## config.mk

```make
export PLATFORM = sky130hd
export DESIGN_NAME = npc_unit
export DESIGN_NICKNAME = d
export VERILOG_FILES = /design/src/rtl/npc_pkg.sv /design/src/rtl/npc_decode.sv /design/src/rtl/npc_target.sv /design/src/rtl/npc_select.sv /design/src/rtl/npc_unit.sv
export SDC_FILE = /design/constraint.sdc
export NUM_CORES = 1
export LEC_CHECK = 0
export ABC_AREA = 1
export CAP_MARGIN = 20
export CELL_PAD_IN_SITES_DETAIL_PLACEMENT = 1
export CELL_PAD_IN_SITES_GLOBAL_PLACEMENT = 2
export CORE_MARGIN = 2
export CORE_UTILIZATION = 27
export CTS_BUF_LIST = sky130_fd_sc_hd__clkbuf_4
export DETAILED_ROUTE_END_ITERATION = 7
export GPL_TIMING_DRIVEN = 0
export PLACE_DENSITY_LB_ADDON = 0.08
export RECOVER_POWER = 100
export SETUP_SLACK_MARGIN = 0.05
export SKIP_LAST_GASP = 1
export SLEW_MARGIN = 20
export SYNTH_ARGS = -nofsm -noshare
export SYNTH_HDL_FRONTEND = slang
export SYNTH_HIERARCHICAL = 1
export SYNTH_SLANG_ARGS = --single-unit
```

## constraint.sdc

```tcl
create_clock -name clk -period 10.75 [get_ports clk]
set_clock_uncertainty 0.2 [all_clocks]
set_input_delay 3.225 -clock clk [delete_from_list [all_inputs] [get_ports clk]]
set_output_delay 3.225 -clock clk [all_outputs]
set_load 0.02 [all_outputs]
```

## src/rtl/npc_pkg.sv

```systemverilog
package npc_pkg;

    localparam int XLEN      = 32;
    localparam int REG_IDX_W = 5;
    localparam int OFF_W     = 16;
    localparam int IDX_W     = 26;
    localparam int REGION_W  = XLEN - IDX_W - 2;
    localparam int OP_W      = 6;
    localparam int FN_W      = 6;

    localparam logic [OP_W-1:0] OPC_SPECIAL = 6'd0;
    localparam logic [OP_W-1:0] OPC_JUMP    = 6'd2;
    localparam logic [OP_W-1:0] OPC_CALL    = 6'd3;
    localparam logic [OP_W-1:0] OPC_BR_EQ   = 6'd4;
    localparam logic [OP_W-1:0] OPC_BR_NE   = 6'd5;
    localparam logic [FN_W-1:0] FN_REGJUMP  = 6'd8;

    localparam logic [REG_IDX_W-1:0] RA_INDEX = 5'd31;
    localparam logic [XLEN-1:0]      STEP     = 32'd4;

    typedef enum logic [2:0] {
        FLOW_SEQ,
        FLOW_BR_EQ,
        FLOW_BR_NE,
        FLOW_JUMP,
        FLOW_CALL,
        FLOW_REG
    } flow_e;

    typedef struct packed {
        flow_e             flow;
        logic [OFF_W-1:0]  offset;
        logic [IDX_W-1:0]  index;
        logic              link;
    } flow_ctl_t;

    typedef struct packed {
        logic [XLEN-1:0] seq;
        logic [XLEN-1:0] branch;
        logic [XLEN-1:0] jump;
    } targets_t;

    function automatic logic [XLEN-1:0] scaled_offset(input logic [OFF_W-1:0] off);
        return {{(XLEN-OFF_W-2){off[OFF_W-1]}}, off, 2'b00};
    endfunction

    function automatic logic [XLEN-1:0] region_target(input logic [XLEN-1:0] seq_pc,
                                                      input logic [IDX_W-1:0] idx);
        return {seq_pc[XLEN-1 -: REGION_W], idx, 2'b00};
    endfunction

endpackage

```

## src/rtl/npc_decode.sv

```systemverilog
module npc_decode
    import npc_pkg::*;
(
    input  logic [XLEN-1:0] instr_i,
    output flow_ctl_t       ctl_o
);
    logic [OP_W-1:0] opc;
    logic [FN_W-1:0] fn;

    assign opc = instr_i[XLEN-1 -: OP_W];
    assign fn  = instr_i[FN_W-1:0];

    always_comb begin
        ctl_o.offset = instr_i[OFF_W-1:0];
        ctl_o.index  = instr_i[IDX_W-1:0];
        ctl_o.link   = 1'b0;
        ctl_o.flow   = FLOW_SEQ;
        unique case (opc)
            OPC_BR_EQ: ctl_o.flow = FLOW_BR_EQ;
            OPC_BR_NE: ctl_o.flow = FLOW_BR_NE;
            OPC_JUMP:  ctl_o.flow = FLOW_JUMP;
            OPC_CALL: begin
                ctl_o.flow = FLOW_CALL;
                ctl_o.link = 1'b1;
            end
            OPC_SPECIAL: begin
                if (fn == FN_REGJUMP) ctl_o.flow = FLOW_REG;
            end
            default: ctl_o.flow = FLOW_SEQ;
        endcase
    end

    // a link request only ever comes with the call flow
    always_comb begin
        if (ctl_o.link) begin
            a_link_call_r10: assert (ctl_o.flow == FLOW_CALL);
        end
    end
endmodule

```

## src/rtl/npc_target.sv

```systemverilog
module npc_target
    import npc_pkg::*;
(
    input  logic [XLEN-1:0]  pc_i,
    input  logic [OFF_W-1:0] offset_i,
    input  logic [IDX_W-1:0] index_i,
    output targets_t         tgt_o
);
    logic [XLEN-1:0] seq_pc;

    assign seq_pc        = pc_i + STEP;
    assign tgt_o.seq     = seq_pc;
    assign tgt_o.branch  = seq_pc + scaled_offset(offset_i);
    assign tgt_o.jump    = region_target(seq_pc, index_i);
endmodule

```

## src/rtl/npc_select.sv

```systemverilog
module npc_select
    import npc_pkg::*;
(
    input  logic            clk,
    input  logic            rst,
    input  flow_e           flow_i,
    input  targets_t        tgt_i,
    input  logic [XLEN-1:0] rs_val_i,
    input  logic [XLEN-1:0] rt_val_i,
    output logic [XLEN-1:0] npc_o
);
    logic same;

    assign same = (rs_val_i == rt_val_i);

    always_comb begin
        unique case (flow_i)
            FLOW_BR_EQ: npc_o = same  ? tgt_i.branch : tgt_i.seq;
            FLOW_BR_NE: npc_o = !same ? tgt_i.branch : tgt_i.seq;
            FLOW_JUMP,
            FLOW_CALL:  npc_o = tgt_i.jump;
            FLOW_REG:   npc_o = rs_val_i;
            default:    npc_o = tgt_i.seq;
        endcase
    end

    p_beq_taken_r3: assert property (@(posedge clk) disable iff (rst)
        (flow_i == FLOW_BR_EQ && rs_val_i == rt_val_i) |-> npc_o == tgt_i.branch);
    p_beq_fall_r4: assert property (@(posedge clk) disable iff (rst)
        (flow_i == FLOW_BR_EQ && rs_val_i != rt_val_i) |-> npc_o == tgt_i.seq);
    p_bne_taken_r5: assert property (@(posedge clk) disable iff (rst)
        (flow_i == FLOW_BR_NE && rs_val_i != rt_val_i) |-> npc_o == tgt_i.branch);
    p_bne_fall_r6: assert property (@(posedge clk) disable iff (rst)
        (flow_i == FLOW_BR_NE && rs_val_i == rt_val_i) |-> npc_o == tgt_i.seq);
endmodule

```

## src/rtl/npc_unit.sv

```systemverilog
module npc_unit
    import npc_pkg::*;
#(
    parameter logic [31:0] RESET_PC = 32'h0000_1000
) (
    input  logic        clk,
    input  logic        rst,
    input  logic [31:0] instr_i,
    input  logic [31:0] rs_val_i,
    input  logic [31:0] rt_val_i,
    output logic [31:0] pc_o,
    output logic [31:0] npc_o,
    output logic        link_we_o,
    output logic [4:0]  link_idx_o,
    output logic [31:0] link_data_o
);
    flow_ctl_t       ctl;
    targets_t        tgt;
    logic [XLEN-1:0] pc_q;
    logic [XLEN-1:0] npc;

    npc_decode u_decode (
        .instr_i (instr_i),
        .ctl_o   (ctl)
    );

    npc_target u_target (
        .pc_i     (pc_q),
        .offset_i (ctl.offset),
        .index_i  (ctl.index),
        .tgt_o    (tgt)
    );

    npc_select u_select (
        .clk      (clk),
        .rst      (rst),
        .flow_i   (ctl.flow),
        .tgt_i    (tgt),
        .rs_val_i (rs_val_i),
        .rt_val_i (rt_val_i),
        .npc_o    (npc)
    );

    always_ff @(posedge clk) begin
        if (rst) pc_q <= RESET_PC;
        else     pc_q <= npc;
    end

    assign pc_o        = pc_q;
    assign npc_o       = npc;
    assign link_we_o   = ctl.link;
    assign link_idx_o  = RA_INDEX;
    assign link_data_o = tgt.seq;

    p_reset_pc_r1: assert property (@(posedge clk) disable iff (rst)
        $fell(rst) |-> pc_q == RESET_PC);
    p_seq_step_r2: assert property (@(posedge clk) disable iff (rst)
        (ctl.flow == FLOW_SEQ) |=> pc_q == $past(pc_q) + STEP);
    p_jump_region_r7: assert property (@(posedge clk) disable iff (rst)
        (ctl.flow == FLOW_JUMP) |=> pc_q[1:0] == 2'b00);
    p_call_link_r8: assert property (@(posedge clk) disable iff (rst)
        link_we_o |-> (link_idx_o == 5'd31 && link_data_o == pc_q + STEP));
    p_regjump_r9: assert property (@(posedge clk) disable iff (rst)
        (ctl.flow == FLOW_REG) |=> pc_q == $past(rs_val_i));
    p_no_link_r10: assert property (@(posedge clk) disable iff (rst)
        (ctl.flow != FLOW_CALL) |-> !link_we_o);
endmodule

```

# After elaboration in Yosys (flattened, before gate mapping)
# Cells that the tools add are included.
[word_totals]
ff_bits = 32
input_bits = 98
output_inout_bits = 102
elab_cells = 22
[op_classes]
addsub = 2
eq_ne = 11
mux = 6
reduce_logical = 2
[ops]
columns = ["operator", "count"]
rows = [
  ["32-bit case mux with 4 select lines", 1],
  ["32-bit 2-to-1 mux", 2],
  ["32-bit by 3-bit adder with 32-bit output, second input constant", 1],
  ["32-bit adder", 1],
  ["32-bit equality test", 1],
  ["3-bit case mux with 5 select lines", 1],
  ["6-bit by 2-bit equality test with 1-bit output, second input constant", 2],
  ["6-bit by 3-bit equality test with 1-bit output, second input constant", 2],
  ["3-bit by 2-bit equality test with 1-bit output, second input constant", 2],
  ["3-bit equality test, second input constant", 2],
  ["6-bit by 4-bit equality test with 1-bit output, second input constant", 1],
  ["6-bit logical NOT", 1],
  ["3-bit by 1-bit equality test with 1-bit output, second input constant", 1],
  ["3-bit 2-to-1 mux", 1],
  ["2-bit OR reduction", 1],
  ["1-bit 2-to-1 mux", 1],
]

# Longest topological paths before layout
[depth]
ltp_word = 6
ltp_mapped = 26
mapped_depth_nobuf = 26

# Cells and area by module
# Netlist, hierarchy kept.
[by_module_without_submodules]
columns = ["mod", "n_inst", "cells_each", "area_each_um2", "seq_area_each_um2"]
rows = [
  ["npc_target", 1, 562, 3027.9, 0.0],
  ["npc_select", 1, 536, 2607.5, 0.0],
  ["npc_unit", 1, 106, 959.7, 640.6],
  ["npc_decode", 1, 74, 479.2, 0.0],
]

# Worst setup path after synthesis
# No wires, ideal clock.
[synth_timing]
path_type = "input port to output port"
startpoint = "in instr_i[0]"
endpoint = "out npc_o[28]"
arrival_time_ns = 5.071
setup_slack_ns = 2.254
path_stages = 17
path_cell_list = "buf_4 > ha_1 > fa_1 > nand3_1 > nand2_1 > nand2_1 > nand2_1 > nand2_1 > nand3_1 > nand2_1 > nand2_1 > nand2_1 > nand2_1 > inv_1 > nand3_1 > nand3_1 > nand4_1"
[synth_rtl]
columns = ["element", "line_no", "rtl"]
rows = [
  ["from (decl)", "npc_unit.sv:8", "input logic [31:0] instr_i,"],
  ["to (decl)", "npc_unit.sv:12", "output logic [31:0] npc_o,"],
]

==> summary.txt <==
Leak Pwr: 4.98 nW
Max Clk Rate: 0.0963 GHz
Reg2reg start: pc_o[3]$_SDFF_PP0_
Power share of the combinational group: 0.534
Post-synth top area share: 0.195
Slew at the pin closest to its max-slew limit: 0.965 ns
RSZ-0062 raised after global routing: false
Power Density: 54.6 nW/um^2
Post-Syn Area per Cell: 5.54 um^2
Switching part of the total: 0.441
Slew headroom: 0.352
Commonest cells after routing, fill and taps aside: nand2_1, inv_1, nand3_1
Largest register FFs: 32
DR pass1 iterations: 5
Total Nets Final: 1596
Initial core utilization: 0.273
Worst Path Required: 7.33 ns
Vias in the first global route: 8658
Total net switching power: 0.224 mW
FILL cells: 3510
Clock period minus final worst setup slack: 10.39 ns
EDFF count, synth: 0
Tot Pwr: 0.509 mW
Peak VDD IR: 0.0363 mV
Setup_tns: 0 ns
Worst Min Path Start: pc_o[0]$_SDFF_PP0_
First-pass GRT wire length: 52200 um
Total GRT Usage: 0.244
Most common cell after layout, fill and taps aside: nand2_1
Syn Std Cell Area: 7070 um^2
Post-synthesis async set-or-reset flop share: 0
Vias/cell: 4.78
Critical path class: input port to primary output
Mux cell area share after synthesis: 0
H-tree levels: 2
Layout cell share with drive strength beyond 1: 0.107
CTS tree: built
# port buffers: 174
Routed WL: 34500 um
CTS root buf: clkbuf_4
Routed WL per cell: 19.2 um
Reg-to-Reg End: pc_o[31]$_SDFF_PP0_
Largest net degree at the start of global routing: 17
Highest net fanout along the worst path: 10
Pre-CTS setup slack: 0.677 ns
Clk network pwr share: 0.211
Max-slew violation count: 0
Cells on Worst Hold Path: 5
TritonCTS buffer count: 5
Final ANT Viol Nets: 0
Cells on worst reg2reg path: 24
Die area: 27500 um^2
Status: completed
Int Power: 0.285 mW
Final Cycle Share: 0.966
Part of the Yosys area used for sequential elements: 0.0906
Warnings, synthesis: 6
Mapped Cells: 1278
Critical Path AT: 6.96 ns
Clk sinks: 32
Initial antenna violation count: 2
Setup Fix Bufs, Post-CTS: 0
Nature of the critical path endpoint: primary output
Die width: 166 um
Cts hold-fix bufs: 0
Core Area: 25900 um^2
Xor/xnor share of the synthesized area: 0.0768
Synth Area in Compound Gates: 0.0729
HPWL after DPL: 29200 um
Final worst slack: 0.362 ns
Most common flop cell mapped by yosys: dfxtp_1
Clk buf depth: 2
Synth Area in Simple Gates: 0.459
Io pins: 200
Startpoint types: input port
DRC: 0
Max-Cap Viols: 0
# rows: 59
Largest family of logic cells by synthesized area: simple AND/OR/NAND/NOR gates
Synth Area in Adders: 0.0612
Area Overhead vs Synth: 31.9%
Flop pwr share: 0.255
Hold Path End: pc_o[0]$_SDFF_PP0_
# setup viols final: 0
Gr ovfl total: 0
Synth Register Bits: 32
Cell accounting for the most synthesized area: nand2_1
Resized cells post-CTS: 0
DR vias: 8600
Clk slew on worst S/H paths: 0.13 ns
Initial DRC Count: 538
Skew-Pair Late Insertion Delay: 0.38 ns
Final hold vios: 0
Flop-to-flop setup slack: 6.70 ns
Hold Crit Class: flop to flop
Unique masters post-synth: 37
Ranking of synthesized cells by area: nand2_1, nand3_1, inv_1
Die Height: 166 um
Gpl congestion: 0.848
==> cell type report <==
cell class / instances / area, um^2 / area share
antenna: 1 / 2.50 / 0.000268
buffer: 119 / 867 / 0.0929
clock buffer: 5 / 37.5 / 0.00402
clock inverter: 3 / 42.5 / 0.00456
inverter: 219 / 822 / 0.0881
multi-input combinational: 913 / 4760 / 0.510
sequential: 32 / 641 / 0.0687
tap: 335 / 419 / 0.0449
timing repair buffer: 174 / 1740 / 0.187
==> per-layer routing <==
| metal | vias to the layer above | track usage | part of all wire |
|---|---|---|---|
| li1 | 4302 | - | - |
| met1 | 4074 | 0.334 | 0.48 |
| met2 | 198 | 0.422 | 0.48 |
| met3 | 24 | 0.0234 | 0.036 |
| met4 | 2 | 0.0423 | 0.012 |
| met5 | - | 0 | 0.00020 |
==> how the worst max path moves through the flow <==
stage	from	to	cells after the start
after CTS	instr_i[0]	npc_o[20]	18
after global placement	instr_i[0]	npc_o[20]	18
after floorplan	instr_i[0]	npc_o[28]	17
after detailed placement	instr_i[0]	npc_o[20]	18
after global routing	instr_i[5]	npc_o[24]	12
final	instr_i[5]	npc_o[15]	12
==> logic make-up after synthesis <==
| kind of cell | Yosys count |
|---|---|
| simple gates | 729 |
| buf+inv | 338 |
| compound gates | 81 |
| xor+xnor | 62 |
| fa+ha+maj | 34 |
| flops | 32 |
| other cells | 2 |
==> worst max-delay path, cell delays in order <==
cell and delay [ns]:
dlygate4sd3_1 0.59, inv_1 0.07, nand2_1 0.07, nor2_1 0.20, nand3_2 0.13, nand3_2 0.11
inv_1 0.08, nor3_1 0.74, clkbuf_1 0.69, nand3_1 0.15, nand4_1 0.18, dlygate4sd3_1 0.71
==> cell usage after synthesis, types with 15 or more instances <==
master	count
nand4_1	46
buf_2	15
buf_4	89
a21oi_1	30
ha_1	33
nand2_1	368
xor2_1	34
nor2_1	108
nand3_1	168
a22oi_1	32
xnor2_1	28
inv_1	212
dfxtp_1	32
==> power by group through the flow <==
stage	sequential (mW)	combinational (mW)	clock (mW)
6_report	0.130	0.272	0.108
5_1_grt	0.131	0.299	0.116
4_1_cts	0.130	0.279	0.110
3_5_place_dp	0.133	0.278	0
3_3_place_gp	0.133	0.276	0
2_1_floorplan	0.134	0.155	0
==> through the flow <==
stage	cell area (um^2)	instances	hold slack, ns	utilization
floorplan	7090	1283	0.847	-
global placement	9250	1792	0.549	0.357
detailed placement	9250	1792	0.576	0.357
CTS	9330	1800	0.604	0.360
global route	9330	1801	0.650	0.360
finish	9330	1801	0.586	0.360
Note: power is estimated with default switching activity, not from simulation.
